$ cat src/rtl/csum_pkg.sv
package csum_pkg;
  // Offset-binary compensation added to a dat_w-bit word when the DAC MSB sits tap places below the top bit
  function automatic logic [31:0] tap_comp(input int dat_w, input int tap);
    return (32'd1 << dat_w) - (32'd1 << (dat_w - tap));
  endfunction
endpackage

$ cat src/rtl/csum_add_sat.sv
module csum_add_sat #(
  parameter int OUT_W = 18,
  parameter int CAR_W = 16
) (
  input  logic [OUT_W-1:0] casc_i,
  input  logic [CAR_W-1:0] carrier_i,
  input  logic             clip_en_i,
  output logic [OUT_W-1:0] word_o
);
  localparam int SUM_W = OUT_W + 1;
  localparam int DAT_W = OUT_W - 1;
  localparam int TOP_W = SUM_W - DAT_W + 1;

  logic [SUM_W-1:0] sum;
  logic [TOP_W-1:0] top;
  logic             fits;

  assign sum  = {casc_i[OUT_W-1], casc_i} + {{(SUM_W-CAR_W){carrier_i[CAR_W-1]}}, carrier_i};
  assign top  = sum[SUM_W-1:DAT_W-1];
  // Sum fits a 17-bit signed word when all upper bits agree
  assign fits = (top == '0) || (top == '1);

  always_comb begin
    if (!clip_en_i) begin
      word_o = sum[OUT_W-1:0];
    end else if (fits) begin
      word_o = {1'b0, sum[DAT_W-1:0]};
    end else if (!sum[SUM_W-1]) begin
      word_o = {1'b1, 1'b0, {(DAT_W-1){1'b1}}};
    end else begin
      word_o = {1'b1, 1'b1, {(DAT_W-1){1'b0}}};
    end
  end
endmodule

$ cat src/rtl/csum_fmt.sv
module csum_fmt #(
  parameter int OUT_W       = 18,
  parameter int MIN_TAP_BIT = 11,
  parameter int TAP_W       = 3
) (
  input  logic [OUT_W-1:0] word_i,
  input  logic             offbin_en_i,
  input  logic [TAP_W-1:0] tap_sel_i,
  output logic [OUT_W-1:0] word_o
);
  localparam int DAT_W    = OUT_W - 1;
  localparam int NUM_TAPS = OUT_W - MIN_TAP_BIT;
  localparam int TAB_N    = 2 ** TAP_W;

  logic [DAT_W-1:0] comp_tab [TAB_N];

  for (genvar g = 0; g < TAB_N; g++) begin : g_comp
    if (g >= 1 && g < NUM_TAPS) begin : g_used
      assign comp_tab[g] = DAT_W'(csum_pkg::tap_comp(DAT_W, g));
    end else begin : g_none
      assign comp_tab[g] = '0;
    end
  end

  always_comb begin
    word_o = word_i;
    if (offbin_en_i) begin
      if (tap_sel_i == '0) begin
        word_o[OUT_W-1] = ~word_i[OUT_W-1];
      end else if (int'(tap_sel_i) < NUM_TAPS) begin
        word_o[DAT_W-1:0] = word_i[DAT_W-1:0] + comp_tab[tap_sel_i];
      end
    end
  end
endmodule

$ cat src/rtl/csum_out_reg.sv
module csum_out_reg #(
  parameter int OUT_W = 18
) (
  input  logic             clk_i,
  input  logic             rst_ni,
  input  logic             valid_i,
  input  logic [OUT_W-1:0] word_i,
  output logic [OUT_W-1:0] data_o,
  output logic             valid_o
);
  always_ff @(posedge clk_i or negedge rst_ni) begin
    if (!rst_ni) begin
      data_o  <= '0;
      valid_o <= 1'b0;
    end else begin
      valid_o <= valid_i;
      if (valid_i) data_o <= word_i;
    end
  end
endmodule

$ cat src/rtl/carrier_sum_stage.sv
module carrier_sum_stage #(
  parameter int OUT_W       = 18,
  parameter int CAR_W       = 16,
  parameter int MIN_TAP_BIT = 11,
  parameter int TAP_W       = $clog2(OUT_W - MIN_TAP_BIT + 1)
) (
  input  logic             clk_i,
  input  logic             rst_ni,
  input  logic             valid_i,
  input  logic [OUT_W-1:0] casc_i,
  input  logic [CAR_W-1:0] carrier_i,
  input  logic             clip_en_i,
  input  logic             offbin_en_i,
  input  logic [TAP_W-1:0] tap_sel_i,
  output logic [OUT_W-1:0] data_o,
  output logic             valid_o
);
  logic [OUT_W-1:0] sat_word;
  logic [OUT_W-1:0] fmt_word;

  csum_add_sat #(.OUT_W(OUT_W), .CAR_W(CAR_W)) u_add_sat (
    .casc_i    (casc_i),
    .carrier_i (carrier_i),
    .clip_en_i (clip_en_i),
    .word_o    (sat_word)
  );

  csum_fmt #(.OUT_W(OUT_W), .MIN_TAP_BIT(MIN_TAP_BIT), .TAP_W(TAP_W)) u_fmt (
    .word_i      (sat_word),
    .offbin_en_i (offbin_en_i),
    .tap_sel_i   (tap_sel_i),
    .word_o      (fmt_word)
  );

  csum_out_reg #(.OUT_W(OUT_W)) u_out_reg (
    .clk_i   (clk_i),
    .rst_ni  (rst_ni),
    .valid_i (valid_i),
    .word_i  (fmt_word),
    .data_o  (data_o),
    .valid_o (valid_o)
  );
endmodule

$ cat config.mk
export PLATFORM = sky130hd
export DESIGN_NAME = carrier_sum_stage
export DESIGN_NICKNAME = d
export VERILOG_FILES = /design/src/rtl/csum_pkg.sv /design/src/rtl/csum_add_sat.sv /design/src/rtl/csum_fmt.sv /design/src/rtl/csum_out_reg.sv /design/src/rtl/carrier_sum_stage.sv
export SDC_FILE = /design/constraint.sdc
export NUM_CORES = 1
export LEC_CHECK = 0
export BUFFER_PORTS_ARGS = -buffer_cell sky130_fd_sc_hd__buf_4
export CORE_ASPECT_RATIO = 1.5
export CORE_MARGIN = 5
export CORE_UTILIZATION = 50
export DETAILED_ROUTE_END_ITERATION = 10
export PLACE_DENSITY = 0.79
export SLEW_MARGIN = 40
export SYNTH_ARGS = -nofsm -noshare
export SYNTH_HDL_FRONTEND = slang
export SYNTH_SLANG_ARGS = --single-unit
$ cat constraint.sdc
create_clock -name clk_i -period 0.94 [get_ports clk_i]
set_clock_uncertainty 0.05 [all_clocks]
set_input_delay 0.047 -clock clk_i [delete_from_list [all_inputs] [get_ports clk_i]]
set_output_delay 0.047 -clock clk_i [all_outputs]
set_load 0.02 [all_outputs]
==> impl_metrics.toml <==
[outcome]
status = "finished, violations left"
failed_checks = "setup timing"

[worst_setup_path]
crit_top_cell = "a21o_1"
worstSetupEndpointType = "flip-flop"
slowest_delay_ns = 0.37
path_cells = "buf_4, ha_4, a211oi_2, nor2_1, a211o_1, or2_4, o311a_4, a311o_4, a22oi_2, inv_2, ha_4, a21o_1, a21o_1, a21o_1, a21oi_2, xnor2_1, a211o_1, a31oi_1"
path_delay_family = "compound AO/OA/AOI/OAI gates"
cp.required_ns = 1.05
worst_path_max_delay_cell = "a311o_4"
crit_buf_inv = 2
worstSetupPathType = "input pin to flip-flop"
start_kind = "input pin"
critical_path.max_fanout = 5
arrival_ns = 4.09

[sta]
hold_viol = 0
setup_violations = 26
slew_headroom_pct = 74.0
fmax_ghz = 0.251
setup_ws_ns = -3.04
drv_slew = 0
rsz0062_at_grt = "yes"
min_period_ns = 3.98
period_share_pct = 423
worst_pin_slew_ns = 0.390

[synthesis]
syn_area_um2 = 2210
synth.avg_cell_area_um2 = 8.46
ys_seq_area_share_pct = 21.5
synth.largest_area_cell = "dfrtp_1"
ys_warn_count = 0
synth_most_common_cell = "ha_1"
synth_area_leaders = "dfrtp_1 22%, ha_1 16%, a31oi_1 4.8%"
async_reset_ff_share_pct = 100
syn_nets = 333
ys_types = 50
synth_top_area_share_pct = 21.5
syn_inst = 261
synth-main-ff-cell = "dfrtp_1"
ys_ff_latch = 19
synth_common_cells = "28 x ha_1, 24 x nand2_1, 20 x a21oi_1, 19 x dfrtp_1, 19 x nor2_1"
synth_enable_flop_cells = 0

[finish]
antenna_cells = 0
num-fill-cells = 113
nets = 500
regArea_um2 = 475
multiInputGateArea_um2 = 1990
fin_cells = 473
drive_gt1_share_pct = 55.3
area_growth_pct = 82.7

[clock_network]
clk_latency_ns = 0.27
cts_made_buffers = 3
cts_buffer_depth = 2
cts_tree = "built"
path_clk_slew_ns = 0.08
clock-root-buffer = "clkbuf_8"
htreeDepth = 1
cts.sinks = 19

[global_route]
grt_max_degree = 25
antenna_found_initial = 0
overflow = 0
grt_pass1_wl_mm = 15.4
grt_pass1_vias = 3143
grt_usage_pct = 32.6

[route]
drtIter0Drc = 555
drc = 0
first_pass_iters = 6
vias = 3359
ant_nets = 0
viasPerCell = 7.10
post_drt_wl_per_cell_um = 27.8
wl_mm = 13.1

[worst_hold_path]
hold_class = "input pin to async pin"

[power]
pwr-share-seq_pct = 19.2
p_int_mw = 3.31
combPwrFrac_pct = 70.0
p_per_area_nw_per_um2 = 1470
ir_drop_uv = 1860
total_power_mw = 5.95
power.share.clock_pct = 10.8
sw_frac_of_total_pct = 44.4
netSwitchingPower_mw = 2.64
p_leak_nw = 1.93

[die]
io_pins = 61
initial_utilization_pct = 52.0
placementRows = 29
die_h_um = 91.4
fp.coreArea_um2 = 4250
die_w_um = 64.3
die-area_um2 = 5870

[placed_design]
place_congestion = 0.859
place_hpwl_mm = 5.56
dp_cells = 437
portBuffers = 60

[job]
drv_cap = 0
## state kept, by name, summed over array words and instances (netlist names)
register	flops
u_out_reg.data_o	18
u_out_reg.valid_o	1
## path summary, 6_finish.rpt
| path | start | end | slack (ns) | depth (start not counted) |
|---|---|---|---|---|
| min in group clk_i | valid_i | u_out_reg.data_o[12] | 0.13 | 3 |
| max reg2reg | u_out_reg.data_o[6] | u_out_reg.data_o[6] | -0.02 | 2 |
| max | casc_i[10] | u_out_reg.data_o[16] | -3.04 | 18 |
| max in group asynchronous | rst_ni | u_out_reg.data_o[11] | 0.50 | 2 |
| min reg2reg | u_out_reg.data_o[5] | u_out_reg.data_o[5] | 0.53 | 2 |
| min | rst_ni | u_out_reg.data_o[2] | 0.12 | 2 |
## power groups by stage
stage               Clock [mW]  Combinational (mW)  Sequential (mW)
finish                   0.642                4.16             1.14
global placement             0                2.76             1.12
detailed placement           0                2.87             1.13
global route             0.658                4.28             1.16
floorplan                    0                1.34             1.34
CTS                      0.572                3.25             1.12
## cell families after synthesis
group,after synthesis,share of synthesized area [%]
AO/OA/AOI/OAI,97,33.1
AND/OR/NAND/NOR,73,16.0
adder cells (fa/ha/maj),30,17.7
buffers and inverters,26,5.21
flip-flops,19,21.5
XOR/XNOR,15,5.95
multiplexers,1,0.453
## layout by cell type (no fill, tap or decap), types with 6 or more instances in the layout
cell type and count:
a31oi_1 15, inv_1 14, dfrtp_1 19, xor2_1 7
a21oi_2 6, ha_1 15, buf_6 27, a21oi_1 13
nand2_1 21, a21o_1 13, nor2_1 19, ha_4 12
xnor2_1 8, buf_4 143
## metrics by stage
stage / worst slack, ns / utilization [%] / setup TNS, ns / area [µm²] / hold WS [ns]
finish: -3.04 / 95.0 / -36.17 / 4040 / 0.124
floorplan: -2.74 / - / -32.20 / 2250 / -0.299
global placement: -2.76 / 78.0 / -34.99 / 3310 / -0.120
detailed placement: -2.94 / 78.0 / -36.25 / 3310 / -0.118
CTS: -2.58 / 87.8 / -31.79 / 3730 / 0.120
global route: -3.10 / 95.0 / -37.07 / 4040 / 0.140
## what timing repair did
action	4_1_cts	5_1_grt
endpoints found under the setup margin	18	23
endpoints found under the hold margin	19	0
resized for setup	49	40
hold buffers	1	0
cloned	1	0
pin swaps	26	32
setup buffers	16	16
## layout make-up
cell class                 count  share of cell area (%)
clock buffer                   4                    1.12
inverter                      16                    1.49
multi-input combinational    216                    49.3
sequential                    19                    11.8
tap                           46                    1.43
timing repair buffer         172                    34.9
## layer usage
metal / up-vias / routed length [µm] / track usage (%)
met5: - / 0 / 0
li1: 1303 / - / -
met1: 1501 / 4060 / 33.3
met3: 161 / 1360 / 5.93
met4: 0 / 1520 / 22.9
met2: 394 / 6210 / 57.6
(Power assumes the default switching activity.)
